### src/rtl/video_row_packer.sv
module video_row_packer #(
  parameter int PIX_W   = 12,
  parameter int ROW_PIX = 2048,
  parameter int ROWS    = 1024,
  parameter int WORD_W  = 64
) (
  input  logic                                      clk,
  input  logic                                      rst_n,
  input  logic                                      split_rd,
  input  logic                                      link_free,
  input  logic                                      pix_valid,
  input  logic                                      pix_sof,
  input  logic                                      pix_sol,
  input  logic [PIX_W-1:0]                          pix_data,
  output logic                                      pix_ready,
  output logic                                      buf_we,
  output logic [WORD_W-1:0]                         buf_wdata,
  output logic [$clog2(ROW_PIX*PIX_W/WORD_W)-1:0]   buf_waddr,
  output logic                                      send_req,
  output logic [$clog2(ROWS)-1:0]                   hdr_row,
  output logic [$clog2(ROW_PIX)-1:0]                hdr_col
);
  localparam int WORDS = ROW_PIX * PIX_W / WORD_W;
  localparam int AW = $clog2(WORDS);
  localparam int RW = $clog2(ROWS);
  localparam int CW = $clog2(ROW_PIX);
  localparam int FW = $clog2(WORD_W) + 1;

  typedef enum logic [1:0] {S_RUN, S_FLUSH, S_SEND, S_WAIT} st_t;
  st_t st;

  logic [WORD_W-1:0]       acc, base;
  logic [FW-1:0]           fill, base_fill;
  logic [CW-1:0]           pcnt, idx;
  logic [AW-1:0]           wcnt, wbase;
  logic [RW-1:0]           rcnt, ridx, rid;
  logic                    split_q, split_now, take, first, wrap;
  logic [WORD_W+PIX_W-1:0] merged;

  assign pix_ready = (st == S_RUN);
  assign send_req  = (st == S_SEND);
  assign hdr_col   = '0;
  assign take      = pix_valid & pix_ready;
  assign first     = pix_sof | pix_sol | (pcnt == '0);
  assign base      = first ? '0 : acc;
  assign base_fill = first ? '0 : fill;
  assign idx       = first ? '0 : pcnt;
  assign wbase     = first ? '0 : wcnt;
  assign merged    = {{PIX_W{1'b0}}, base} | ({{WORD_W{1'b0}}, pix_data} << base_fill);
  assign wrap      = (int'(base_fill) + PIX_W) >= WORD_W;
  assign ridx      = pix_sof ? '0 : rcnt;
  assign split_now = pix_sof ? split_rd : split_q;
  assign rid       = !split_now ? ridx
                   : ridx[0] ? (RW'(ROWS - 1) - (ridx >> 1)) : (ridx >> 1);

  always_ff @(posedge clk or negedge rst_n) begin
    if (!rst_n) begin
      st        <= S_RUN;
      acc       <= '0;
      fill      <= '0;
      pcnt      <= '0;
      wcnt      <= '0;
      rcnt      <= '0;
      split_q   <= 1'b0;
      buf_we    <= 1'b0;
      buf_wdata <= '0;
      buf_waddr <= '0;
      hdr_row   <= '0;
    end else begin
      buf_we <= 1'b0;
      case (st)
        S_RUN: if (take) begin
          if (first) begin
            hdr_row <= rid;
            rcnt    <= ridx;
            if (pix_sof) split_q <= split_rd;
          end
          if (wrap) begin
            buf_we    <= 1'b1;
            buf_wdata <= merged[WORD_W-1:0];
            buf_waddr <= wbase;
            wcnt      <= wbase + AW'(1);
            acc       <= {{(WORD_W-PIX_W){1'b0}}, merged[WORD_W +: PIX_W]};
            fill      <= FW'(int'(base_fill) + PIX_W - WORD_W);
          end else begin
            wcnt <= wbase;
            acc  <= merged[WORD_W-1:0];
            fill <= FW'(int'(base_fill) + PIX_W);
          end
          if (idx == CW'(ROW_PIX - 1)) begin
            pcnt <= '0;
            st   <= S_FLUSH;
          end else begin
            pcnt <= CW'(int'(idx) + 1);
          end
        end
        S_FLUSH: st <= S_SEND;
        S_SEND: begin
          st   <= S_WAIT;
          rcnt <= (rcnt == RW'(ROWS - 1)) ? '0 : rcnt + RW'(1);
        end
        S_WAIT: if (link_free) st <= S_RUN;
        default: st <= S_RUN;
      endcase
    end
  end

  p_send_pulse_r3: assert property (@(posedge clk) disable iff (!rst_n)
    send_req |=> !send_req);
  p_send_after_write_r3: assert property (@(posedge clk) disable iff (!rst_n)
    send_req |-> $past(buf_we));
  p_last_word_r2: assert property (@(posedge clk) disable iff (!rst_n)
    send_req |-> $past(buf_waddr) == AW'(WORDS - 1));
  p_hold_during_send_r7: assert property (@(posedge clk) disable iff (!rst_n)
    send_req |-> !pix_ready);
  p_release_r7: assert property (@(posedge clk) disable iff (!rst_n)
    $rose(pix_ready) |-> $past(link_free));
  p_write_from_taken_r11: assert property (@(posedge clk) disable iff (!rst_n)
    buf_we |-> $past(pix_valid) && $past(pix_ready));
  p_row_bound_r5: assert property (@(posedge clk) disable iff (!rst_n)
    send_req |-> int'(hdr_row) < ROWS);
endmodule

### config.mk
export PLATFORM = sky130hd
export DESIGN_NAME = video_row_packer
export DESIGN_NICKNAME = d
export VERILOG_FILES = /design/src/rtl/video_row_packer.sv
export SDC_FILE = /design/constraint.sdc
export NUM_CORES = 1
export LEC_CHECK = 0
export BUFFER_PORTS_ARGS = -buffer_cell sky130_fd_sc_hd__clkbuf_2
export CAP_MARGIN = 5
export CORE_UTILIZATION = 46
export DETAILED_ROUTE_END_ITERATION = 12
export GPL_TIMING_DRIVEN = 0
export PLACE_DENSITY = 0.75
export SLEW_MARGIN = 20
export SYNTH_ARGS = -nofsm -noshare
export SYNTH_HDL_FRONTEND = slang
export SYNTH_SLANG_ARGS = --single-unit
### constraint.sdc
create_clock -name clk -period 3.29 [get_ports clk]
set_input_delay 0.329 -clock clk [delete_from_list [all_inputs] [get_ports clk]]
set_output_delay 0.329 -clock clk [all_outputs]
set_load 0.02 [all_outputs]
==> PnR_summary.wiki, run 1 <==
{| class="wikitable"
! Metric !! Value
|-
| Run status || completed
|-
| Area share of the largest cell type after synthesis || 0.481
|-
| Number of nets in the layout || 1,270
|-
| CTS H-Tree Depth || 4
|-
| Final wirelength || ~33,000 µm
|-
| Clock insertion delay at the later pin of the skew report || around 450 ps
|-
| Final period util || 0.977
|-
| DPL Wire Length || between 20,000 and 25,000 µm
|-
| Timing-limited maximum frequency || about 0.31 GHz
|-
| Number of buffers created by CTS || 17
|-
| Ratio of cells with drive above 1 in the final layout || 0.196
|-
| Power density of the placed cells || between 400 and 500 mW/mm²
|-
| Antenna diode count || 0
|-
| Synthesized flop and latch total || 188
|-
| Highest net fanout along the worst path || 11
|-
| Clock Sinks || approximately 190
|-
| Die outline area || approximately 0.022 mm²
|-
| Crit path DAT || 3500 ps
|-
| Worst Setup Slack post-DPL || -1310 ps
|-
| Number of synthesized flops with an enable pin || 0
|-
| Utilization of the core after routing || 0.565
|-
| Register area share after synthesis || 0.481
|-
| Avg WL per Cell || 21.9 µm
|-
| Crit Path Class || reg2reg
|-
| Global placement routability congestion || a little over 1
|-
| Antenna viol nets, final || 0
|-
| Core box area || ~0.021 mm²
|-
| Hold Fails Final Rpt || 0
|-
| Pin count of the biggest net entering global routing || slightly above 80
|-
| Finish-stage setup viols || 0
|-
| Avg Vias per Cell || 6.14
|-
| CTS tree || yes
|-
| Worst Slack Setup Final || approximately 75 ps
|-
| Worst slack on hold paths || 114 ps
|-
| # rows || 52
|-
| Worst setup EP type || flop
|-
| DRC violation count after routing || 0
|-
| Port Buf Inserts || 103
|-
| First-pass GRT wire length || a little over 50,000 µm
|-
| Gate Count Post-Synth || ~1,100
|-
| Post-layout min period || 3210 ps
|-
| Synthesized area || 0.00979 mm²
|-
| Kind of start point of the critical path || flop
|-
| Vertical die dimension || 148 µm
|-
| Worst slew margin relative to its limit || 0.389
|-
| Required time reported for the critical path endpoint || 3580 ps
|-
| Vias in the first global route || between 8,000 and 9,000
|-
| Post-Synthesis Mean Instance Area || a little under 9 µm²
|-
| Biggest area consumer among synthesized cells || dfrtp_1
|-
| Leading cell types by total area after synthesis || dfrtp_1 48%, nand2_1 8.9%, o21ai_0 4.8%
|-
| Maximum buffer depth of the clock tree || 2
|-
| Overall Power || 5490 µW
|-
| Netlist cell types || 81
|-
| Initial drt markers || 1,075
|-
| Root Driver || clkbuf_16
|-
| Horizontal die dimension || around 150 µm
|-
| Type of the tightest min-delay check || in2reg
|-
| Total global-route track usage || 0.311
|-
| Total vias in the final route || between 9,000 and 10,000
|-
| Static leakage || 0.00538 µW
|-
| Max-slew violation count || 0
|-
| Top flip-flop cell by instance count after synthesis || dfrtp_1
|-
| Antenna violations before repair || 1
|-
| Clock slew seen by the registers of the worst setup and hold paths || roughly 70 ps
|-
| Layout Skew || roughly 11 ps
|-
| First-pass iteration count of the detailed router || 6
|-
| Count of warnings emitted by yosys || 0
|-
| Asr flop ratio synth || 1.00
|-
| Count of maximum capacitance violations || 0
|-
| Area growth syn-to-layout || 18.7%
|-
| Starting density of the core || 0.476
|-
| Worst voltage drop across the vdd grid || 0.324 mV
|-
| Grt total ovfl || 0
|-
| I/O Pins || 116
|-
| Slew at the pin closest to its max-slew limit || 907 ps
|}
worst max-delay path, stage by stage (launching register included):
cell and delay [ps]:
dfrtp_1 580, inv_1 260, nor2_4 320, inv_4 160, ha_4 210, nand3b_1 200
mux2_4 390, nand2_4 130, clkbuf_1 580, o21ai_0 210
stage by stage:
stage / area (µm²) / instances / TNS, ps
6_report: 11600 / 1526 / 0
5_1_grt: 11600 / 1526 / -88.0
4_1_cts: 11500 / 1521 / -16.6
3_5_place_dp: 10700 / 1486 / -87460
3_3_place_gp: 10700 / 1484 / -397960
2_1_floorplan: 9820 / 1111 / 0
where the power goes:
group	internal (µW)	switching [µW]	total, µW
Combinational	230	604	834
Sequential	2400	77.0	2480
Clock	1160	1020	2180
Total	3800	1700	5490
placed cells by master (no fill, tap or decap), types with 5 or more instances in the layout:
master | synthesis | routed
a211oi_1 | 6 | 6
a21oi_1 | 59 | 57
a221oi_1 | 8 | 8
a22o_1 | 6 | 6
a22oi_1 | 8 | 8
a31oi_1 | 18 | 17
a32o_1 | 6 | 6
a32oi_1 | 7 | 7
and2_1 | 7 | 7
and3_1 | 11 | 11
buf_2 | 17 | 9
buf_4 | 11 | 24
clkbuf_1 | 46 | 32
clkbuf_16 | 0 | 17
clkbuf_2 | 0 | 112
conb_1 | 1 | 11
dfrtp_1 | 188 | 182
dfrtp_2 | 0 | 6
ha_1 | 8 | 7
inv_1 | 19 | 19
inv_6 | 0 | 5
mux2_2 | 12 | 11
mux2i_1 | 25 | 23
nand2_1 | 231 | 229
nand2b_1 | 5 | 5
nand3_1 | 51 | 51
nand4_1 | 12 | 12
nor2_1 | 77 | 76
nor2b_1 | 6 | 6
nor3_1 | 25 | 23
nor4_1 | 5 | 5
o211ai_1 | 7 | 7
o21ai_0 | 94 | 93
o21ai_1 | 12 | 12
o22ai_1 | 6 | 6
o31ai_1 | 20 | 20
xnor2_1 | 11 | 11
cell families (layout without fill, tap and decap cells):
| group | Yosys count | after routing | synth area share |
|---|---|---|---|
| simple gates | 452 | 452 | 0.207 |
| compound gates | 296 | 296 | 0.196 |
| flops | 188 | 188 | 0.481 |
| buf+inv | 101 | 246 | 0.0470 |
| mux | 41 | 41 | 0.0460 |
| xor+xnor | 14 | 14 | 0.0125 |
| fa+ha+maj | 8 | 8 | 0.0102 |
| other cells | 1 | 11 | 0.000383 |
layer usage:
layer	wire length [µm]	GRT usage
met5	0	0
met2	15300	0.476
met3	2890	0.0519
met1	14300	0.444
met4	1020	0.113
flip-flops by register name, indices dropped and copies added, names as in the netlist, 2 cells and up:
name / count
rcnt: 10
pcnt: 11
buf_waddr: 9
wcnt: 9
acc: 64
fill: 7
hdr_row: 10
buf_wdata: 64
st: 2
worst paths after layout:
path | from | to | slack [ps] | cells past startpoint
max in group asynchronous | rst_n | acc[32] | 1880 | 4
setup / recovery | fill[3] | buf_wdata[9] | 80 | 9
setup reg to reg | fill[3] | buf_wdata[9] | 80 | 9
hold / removal | split_rd | split_q | 110 | 2
min in group asynchronous | rst_n | pcnt[1] | 380 | 2
hold reg to reg | buf_wdata[45] | buf_wdata[45] | 470 | 2
Yosys cell counts (3+ instances only):
cell      instances
dfrtp_1         188
buf_4            11
a211oi_1          6
o21ai_1          12
a32o_1            6
o31ai_1          20
o21ai_0          94
nor2_1           77
nand4_1          12
buf_2            17
xor2_1            3
a21oi_1          59
nand3_1          51
a32oi_1           7
buf_1             5
mux2i_1          25
a31oi_1          18
or3_1             3
nor3_1           25
xnor2_1          11
clkbuf_1         46
mux2_2           12
a22o_1            6
a22oi_1           8
and2_1            7
nor4_1            5
o22ai_1           6
nor2b_1           6
ha_1              8
o211ai_1          7
and3_1           11
o41ai_1           3
a221oi_1          8
o32a_1            4
nand2_1         231
inv_1            19
a31o_2            3
nand2b_1          5
layout make-up:
| cell class | count | area [µm²] |
|---|---|---|
| clock inverter | 15 | 194 |
| timing repair buffer | 115 | 657 |
| inverter | 20 | 77.6 |
| clock buffer | 17 | 425 |
| sequential | 188 | 4710 |
| tap | 270 | 338 |
| fill | 1883 | 8950 |
| buffer | 79 | 433 |
| multi-input combinational | 822 | 4780 |
what timing repair did:
action | in CTS | in global routing
endpoints found under the setup margin | 145 | 126
buffers inserted | 3 | 6
endpoints found under the hold margin | 44 | 0
gates resized for setup | 45 | 14
pin swaps | 3 | 3
hold buffers | 1 | 0
No activity file was read; power rests on OpenSTA's default activity.
==> inputs of run 2 (changes only) <==
- ABC_AREA: default -> 1
==> run 2 against run 1 <==
The flow now finishes with violations (DRC). Worst hold slack better by 230 ps. Die area up 5.7%. Largest cell class unchanged. Count of clock-buffer cells in the layout stayed put. Design area increased by 3.3%. Sequential share of layout area is 1.3 points lower. Synthesized cell count rose by 31%. Critical path depth grew 10. Maximum frequency increased by 2.9%. First-iteration DRC count increased by 23%.
==> PnR_summary.wiki, run 2 <==
{| class="wikitable"
! Metric !! Value
|-
| Run status || finished, violations left
|-
| Violations in the final reports || DRC
|-
| Slew at the pin closest to its max-slew limit || 811 ps
|-
| Clock slew seen by the registers of the worst setup and hold paths || 70 ps
|-
| Die outline area || 0.0231 mm²
|-
| Maximum buffer depth of the clock tree || 2
|-
| Count of warnings emitted by yosys || 0
|-
| Register area share after synthesis || 0.454
|-
| Vertical die dimension || 152 µm
|-
| Most common cell after layout, fill and taps aside || nand2_1
|-
| Grt total ovfl || 0
|-
| Clock insertion delay at the later pin of the skew report || approximately 440 ps
|-
| Required time reported for the critical path endpoint || 3670 ps
|-
| Crit Path Class || reg2reg
|-
| Antenna viol nets, final || 0
|-
| Avg Vias per Cell || 5.50
|-
| Most frequent cells in the layout || 630 x nand2_1, 188 x dfrtp_1, 135 x nand3_1, 105 x clkbuf_2, 85 x nor2_1
|-
| CTS tree || yes
|-
| Layout Skew || 10.7 ps
|-
| Pin count of the biggest net entering global routing || a little under 90
|-
| Synthesized flop and latch total || between 150 and 200
|-
| Starting density of the core || 0.472
|-
| Worst slew margin relative to its limit || 0.460
|-
| Max-slew violation count || 0
|-
| First-pass GRT wire length || 52,500 µm
|-
| Synthesized area || between 0.01 and 0.015 mm²
|-
| Antenna diode count || 0
|-
| Type of the tightest min-delay check || in2reg
|-
| Hold Fails Final Rpt || 0
|-
| Ratio of cells with drive above 1 in the final layout || 0.139
|-
| DRC violation count after routing || 12
|-
| Number of nets in the layout || roughly 1,600
|-
| Static leakage || approximately 0.0065 µW
|-
| Vias in the first global route || 9,708
|-
| Post-Synthesis Mean Instance Area || between 7 and 8 µm²
|-
| Netlist cell types || 42
|-
| Power density of the placed cells || 659 mW/mm²
|-
| Global placement routability congestion || 0.991
|-
| Top flip-flop cell by instance count after synthesis || dfrtp_1
|-
| # rows || 54
|-
| Net switching power of the design || 3250 µW
|-
| Proportion of total power due to net switching || 0.411
|-
| CTS H-Tree Depth || 4
|-
| DP Cell Count || 1,841
|-
| Final non-filler cell area || between 0.01 and 0.015 mm²
|-
| Register Area || 0.00470 mm²
|-
| Final-layout fill cell count || 2,110
|-
| I/O Pins || 116
|-
| Horizontal die dimension || 152 µm
|-
| Highest net fanout along the worst path || 11
|-
| Total vias in the final route || 10,300
|-
| Combined area of the multi-input logic cells || 0.00495 mm²
|-
| Combinational share of power || 0.346
|-
| Asr flop ratio synth || 1.00
|-
| Most common cell in the netlist || nand2_1
|-
| Avg WL per Cell || 17.2 µm
|-
| Total Negative Setup Slacks || 0 ps
|-
| Clock Sinks || approximately 190
|-
| Worst voltage drop across the vdd grid || 0.431 mV
|-
| Part of the total power dissipated in the clock network || 0.266
|-
| Core box area || between 0.02 and 0.025 mm²
|-
| Area growth syn-to-layout || 15.8%
|-
| Post-layout min period || 3130 ps
|-
| Setup repair after global routing missed its margin || no
|-
| Layout Cells excl Fill || 1,878
|-
| Top flop regs || acc x64, buf_wdata x64, pcnt x11
|-
| Placed Instance Area || 0.0113 mm²
|-
| Antenna violations before repair || 0
|-
| Top post-synthesis cells by count || 630 x nand2_1, 188 x dfrtp_1, 135 x nand3_1
|-
| Finish-stage setup viols || 0
|-
| Crit path DAT || 3500 ps
|-
| DPL Wire Length || 23,600 µm
|-
| Root Driver || clkbuf_16
|-
| Worst slack on hold paths || approximately 340 ps
|-
| Cell internal power dissipation || 4650 µW
|-
| Total global-route track usage || 0.288
|-
| Timing-limited maximum frequency || around 0.32 GHz
|-
| Area share of the largest cell type after synthesis || 0.454
|-
| Kind of start point of the critical path || flop
|-
| Number of synthesized flops with an enable pin || 0
|-
| Utilization of the core after routing || 0.546
|-
| Sequential share of power || 0.389
|-
| Gate Count Post-Synth || 1,445
|-
| Biggest area consumer among synthesized cells || dfrtp_1
|-
| Initial drt markers || about 1,300
|-
| Port Buf Inserts || 104
|-
| Count of maximum capacitance violations || 0
|-
| Number of buffers created by CTS || 17
|-
| Worst setup EP type || flop
|-
| Final wirelength || 32,300 µm
|-
| First-pass iteration count of the detailed router || 11
|-
| Leading cell types by total area after synthesis || dfrtp_1 45%, nand2_1 23%, nand3_1 6.5%
|-
| Final period util || 0.950
|}
## run 2: final timing paths
| check | from | to | slack [ps] | cells past startpoint |
|---|---|---|---|---|
| max | pcnt[4] | buf_wdata[41] | 160 | 19 |
| min | pix_valid | st[1] | 340 | 4 |
| max reg2reg | pcnt[4] | buf_wdata[41] | 160 | 19 |
| min reg2reg | buf_wdata[47] | buf_wdata[47] | 480 | 2 |
| max in group asynchronous | rst_n | acc[32] | 2190 | 3 |
| min in group asynchronous | rst_n | buf_we | 360 | 2 |
## run 2: cells by family after synthesis
logic type | share of synthesized area
fa+ha+maj | 0.00967
other cells | 0.000362
flops | 0.454
xor+xnor | 0.0118
compound gates | 0.0772
simple gates | 0.374
buf+inv | 0.0729
## run 2: worst max-delay path: stages (launching register included)
cell and delay, ps:
dfrtp_1 420, nor2_1 60, nand2_1 70, nor2_2 50
nand2_4 120, nand2_8 100, nor2_4 200, inv_1 70
clkbuf_4 190, buf_6 170, ha_1 200, inv_1 90
nand4_1 180, nand3_4 210, inv_2 100, nor2_8 200
buf_6 210, buf_4 230, nand2_1 100, nand2_1 80
## run 2: layout make-up
class / count / area share
Tap cell: 280 / 0.0292
Sequential cell: 188 / 0.392
Buffer: 84 / 0.0373
Timing Repair Buffer: 115 / 0.0546
Inverter: 86 / 0.0271
Multi-Input combinational cell: 1096 / 0.412
Clock inverter: 12 / 0.0117
Clock buffer: 17 / 0.0355
## run 2: metrics by stage
step / total power (µW) / setup WS, ps
after floorplan: 4830 / 585
after global placement: 5690 / -1750
after detailed placement: 5770 / -248
after CTS: 7860 / 22.0
after global routing: 8330 / 7.14
final: 7900 / 165
## run 2: routing by layer
metal / GRT usage / wire (µm) / share of wire / vias up
met5: 0 / 0 / 0 / -
met3: 0.0442 / 2340 / 0.072 / 81
met1: 0.401 / 14300 / 0.44 / 4874
met4: 0.103 / 975 / 0.030 / 0
met2: 0.458 / 14700 / 0.46 / 453
li1: - / - / - / 4922
## run 2: what timing repair did
action | CTS | global route
pin swaps | 1 | 3
gates cloned | 0 | 0
resized for setup | 4 | 10
hold endpoints to repair | 31 | 0
setup endpoints to repair | 92 | 100
buffers inserted | 1 | 7
hold buffers | 1 | 0
## run 2: power by group through the flow
stage	clock network, µW	logic [µW]	registers (µW)
after CTS	2110	2690	3070
after detailed placement	0	2670	3100
final	2100	2730	3070
after global routing	2190	3020	3120
after floorplan	0	1590	3240
after global placement	0	2600	3080
==> inputs of run 3 (changes only) <==
- CTS_BUF_LIST: default -> sky130_fd_sc_hd__clkbuf_16
- PLACE_DENSITY: 0.75 -> 0.72
- clock period: 3.29 -> 3.87 ns (I/O delays scaled with it)
==> run 3 against run 2 <==
The run still ends with DRC left. Setup slack better by 120 ps. Combinational power is 15% lower. Non-clock buffer count is 7 lower. First-iteration DRC count is 21% lower. Critical endpoint is now buf_wdata[43]. Critical path depth stayed put. Clock power is 12% lower. Wire length is 0.37% higher. Die area stayed put. Core utilization is 0.24 points lower. Flip-flop and latch count stayed put. Sequential share of layout area is 0.18 points higher. Count of clock-buffer cells in the layout stayed put. Critical path type unchanged.
==> PnR_summary.wiki, run 3 (same netlist as run 2, synthesis figures left out) <==
{| class="wikitable"
! Metric !! Value
|-
| Run status || finished, violations left
|-
| Violations in the final reports || DRC
|-
| Area growth syn-to-layout || 15.3%
|-
| Cells traversed along the worst timing path || nor2_1, nand2_1, nor2_2, nand2_4, nand2_4, nor2_2, inv_1, buf_2, buf_2, ha_1, inv_1, nand4_1, nand3_4, inv_2, nor2_8, buf_4, buf_4, nand2_1, nand2_1
|-
| Starting density of the core || 0.472
|-
| Number of nets in the layout || 1,608
|-
| Highest net fanout along the worst path || 11
|-
| Power density of the placed cells || between 500 and 600 mW/mm²
|-
| Hold Path End || st[0]
|-
| Vias in the first global route || 9,616
|-
| Max-slew violation count || 0
|-
| Avg Vias per Cell || 5.46
|-
| I/O Pins || 116
|-
| Crit path depth || 19
|-
| Layout Cells excl Fill || 1,873
|-
| Setup repair bufs after CTS || 0
|-
| Most common cell after layout, fill and taps aside || nand2_1
|-
| Overall Power || 6770 µW
|-
| DRC violation count after routing || 6
|-
| Antenna diode count || 0
|-
| Slew at the pin closest to its max-slew limit || 731 ps
|-
| Worst Setup Slack post-DPL || 241 ps
|-
| Final-layout fill cell count || about 2,100
|-
| CTS H-Tree Depth || 4
|-
| Sequential share of power || 0.384
|-
| Kind of start point of the critical path || flop
|-
| Initial drt markers || 1,045
|-
| Worst voltage drop across the vdd grid || 0.315 mV
|-
| Horizontal die dimension || 152 µm
|-
| Core box area || 0.0220 mm²
|-
| Final wirelength || approximately 32,000 µm
|-
| Die outline area || 0.0231 mm²
|-
| # rows || 54
|-
| Register-to-Register Setup Slack || 290 ps
|-
| Antenna viol nets, final || 0
|-
| Required time reported for the critical path endpoint || 4260 ps
|-
| Maximum buffer depth of the clock tree || 2
|-
| First-pass GRT wire length || 52,700 µm
|-
| Kind of cell adding the most delay to the critical path || simple AND/OR/NAND/NOR gates
|-
| Hold Fails Final Rpt || 0
|-
| Placed Instance Area || approximately 0.011 mm²
|-
| Crit Path Class || reg2reg
|-
| DPL Wire Length || 24,100 µm
|-
| Max incr delay on CP || between 400 and 500 ps
|-
| CTS tree || yes
|-
| Ratio of cells with drive above 1 in the final layout || 0.134
|-
| Startpoint of the lowest-slack hold path || pix_valid
|-
| Reg-to-Reg End || buf_wdata[43]
|-
| Part of the total power dissipated in the clock network || 0.274
|-
| Post-cts resize count || 0
|-
| Port Buf Inserts || roughly 100
|-
| First-pass iteration count of the detailed router || 9
|-
| Antenna violations before repair || 0
|-
| Finish-stage setup viols || 0
|-
| Post-layout min period || 3580 ps
|-
| Number of buffers created by CTS || 17
|-
| Type of the tightest min-delay check || in2reg
|-
| Vertical die dimension || 152 µm
|-
| Clock Sinks || ~190
|-
| Final non-filler cell area || 0.0119 mm²
|-
| Static leakage || 0.00642 µW
|-
| Most frequent cells in the layout || 630 x nand2_1, 188 x dfrtp_1, 135 x nand3_1, 103 x clkbuf_2, 85 x nor2_1
|-
| Grt total ovfl || 0
|-
| Highest-delay cell along the critical path || dfrtp_1
|-
| Crit path top cell by count || nand2_1
|-
| Layout Skew || about 12 ps
|-
| Combinational share of power || 0.342
|-
| DP Cell Count || 1,841
|-
| Worst Slack Setup Final || 287 ps
|-
| Clock insertion delay at the later pin of the skew report || 440 ps
|-
| Total global-route track usage || 0.292
|-
| Avg WL per Cell || 17.3 µm
|-
| Pin count of the biggest net entering global routing || 80
|-
| Proportion of total power due to net switching || 0.413
|-
| Cell internal power dissipation || 3970 µW
|-
| Root Driver || clkbuf_16
|-
| Reg-to-reg critical path startpoint || pcnt[4]
|-
| Total vias in the final route || around 10,000
|-
| Final period util || 0.926
|-
| Crit path DAT || 3970 ps
|-
| Setup repair after global routing missed its margin || no
|-
| Timing-limited maximum frequency || 0.279 GHz
|-
| Worst slew margin relative to its limit || 0.513
|-
| Net switching power of the design || 2800 µW
|-
| Top flop regs || acc x64, buf_wdata x64, pcnt x11
|-
| Count of maximum capacitance violations || 0
|-
| Worst setup EP type || flop
|-
| Buf/Inv on CP || 7
|-
| Clock slew seen by the registers of the worst setup and hold paths || ~80 ps
|-
| Worst-case reg-to-reg path depth || 19
|-
| Total Negative Setup Slacks || 0 ps
|-
| Hold-critical path depth || 4
|-
| Number of buffers inserted for hold repair after clock tree synthesis || 1
|-
| Global placement routability congestion || 0.993
|}
## run 3: final cells by class
cell class | instances | area, µm² | share of cell area
inverter | 86 | 323 | 0.0270
tap | 280 | 350 | 0.0293
clock buffer | 17 | 425 | 0.0356
multi-input combinational | 1096 | 4930 | 0.413
clock inverter | 14 | 179 | 0.0150
buffer | 85 | 432 | 0.0362
timing repair buffer | 107 | 594 | 0.0498
sequential | 188 | 4700 | 0.394
## run 3: routing by layer
metal | GRT usage | routed length, µm
met2 | 0.442 | 14100
met5 | 0 | 0
met1 | 0.429 | 14800
met3 | 0.0416 | 2600
met4 | 0.100 | 871
## run 3: power by group through the flow
stage               Sequential, µW  Combinational, µW  Clock, µW
global placement              2620               2240          0
global route                  2650               2560       1950
detailed placement            2630               2290          0
finish                        2600               2320       1850
floorplan                     2750               1350          0
CTS                           2600               2300       1870
## run 3: worst register-to-register path: stages (launching register included)
cell	delay, ps
dfrtp_1	420
nor2_1	60
nand2_1	80
nor2_2	60
nand2_4	100
nand2_4	120
nor2_2	400
inv_1	100
buf_2	210
buf_2	240
ha_1	230
inv_1	100
nand4_1	180
nand3_4	240
inv_2	120
nor2_8	200
buf_4	260
buf_4	250
nand2_1	90
nand2_1	80
## run 3: worst max-delay path by stage
stage / startpoint / end
floorplan: pcnt[4] / buf_wdata[45]
global placement: rst_n / buf_wdata[62]
detailed placement: pix_sof / buf_wdata[45]
CTS: pcnt[4] / buf_wdata[45]
global route: pcnt[4] / buf_wdata[37]
finish: pcnt[4] / buf_wdata[43]
## run 3: metrics by stage
step	util	hold WS [ps]
after floorplan	-	91.4
after global placement	0.513	454
after detailed placement	0.516	333
after CTS	0.544	360
after global routing	0.544	417
final	0.544	375
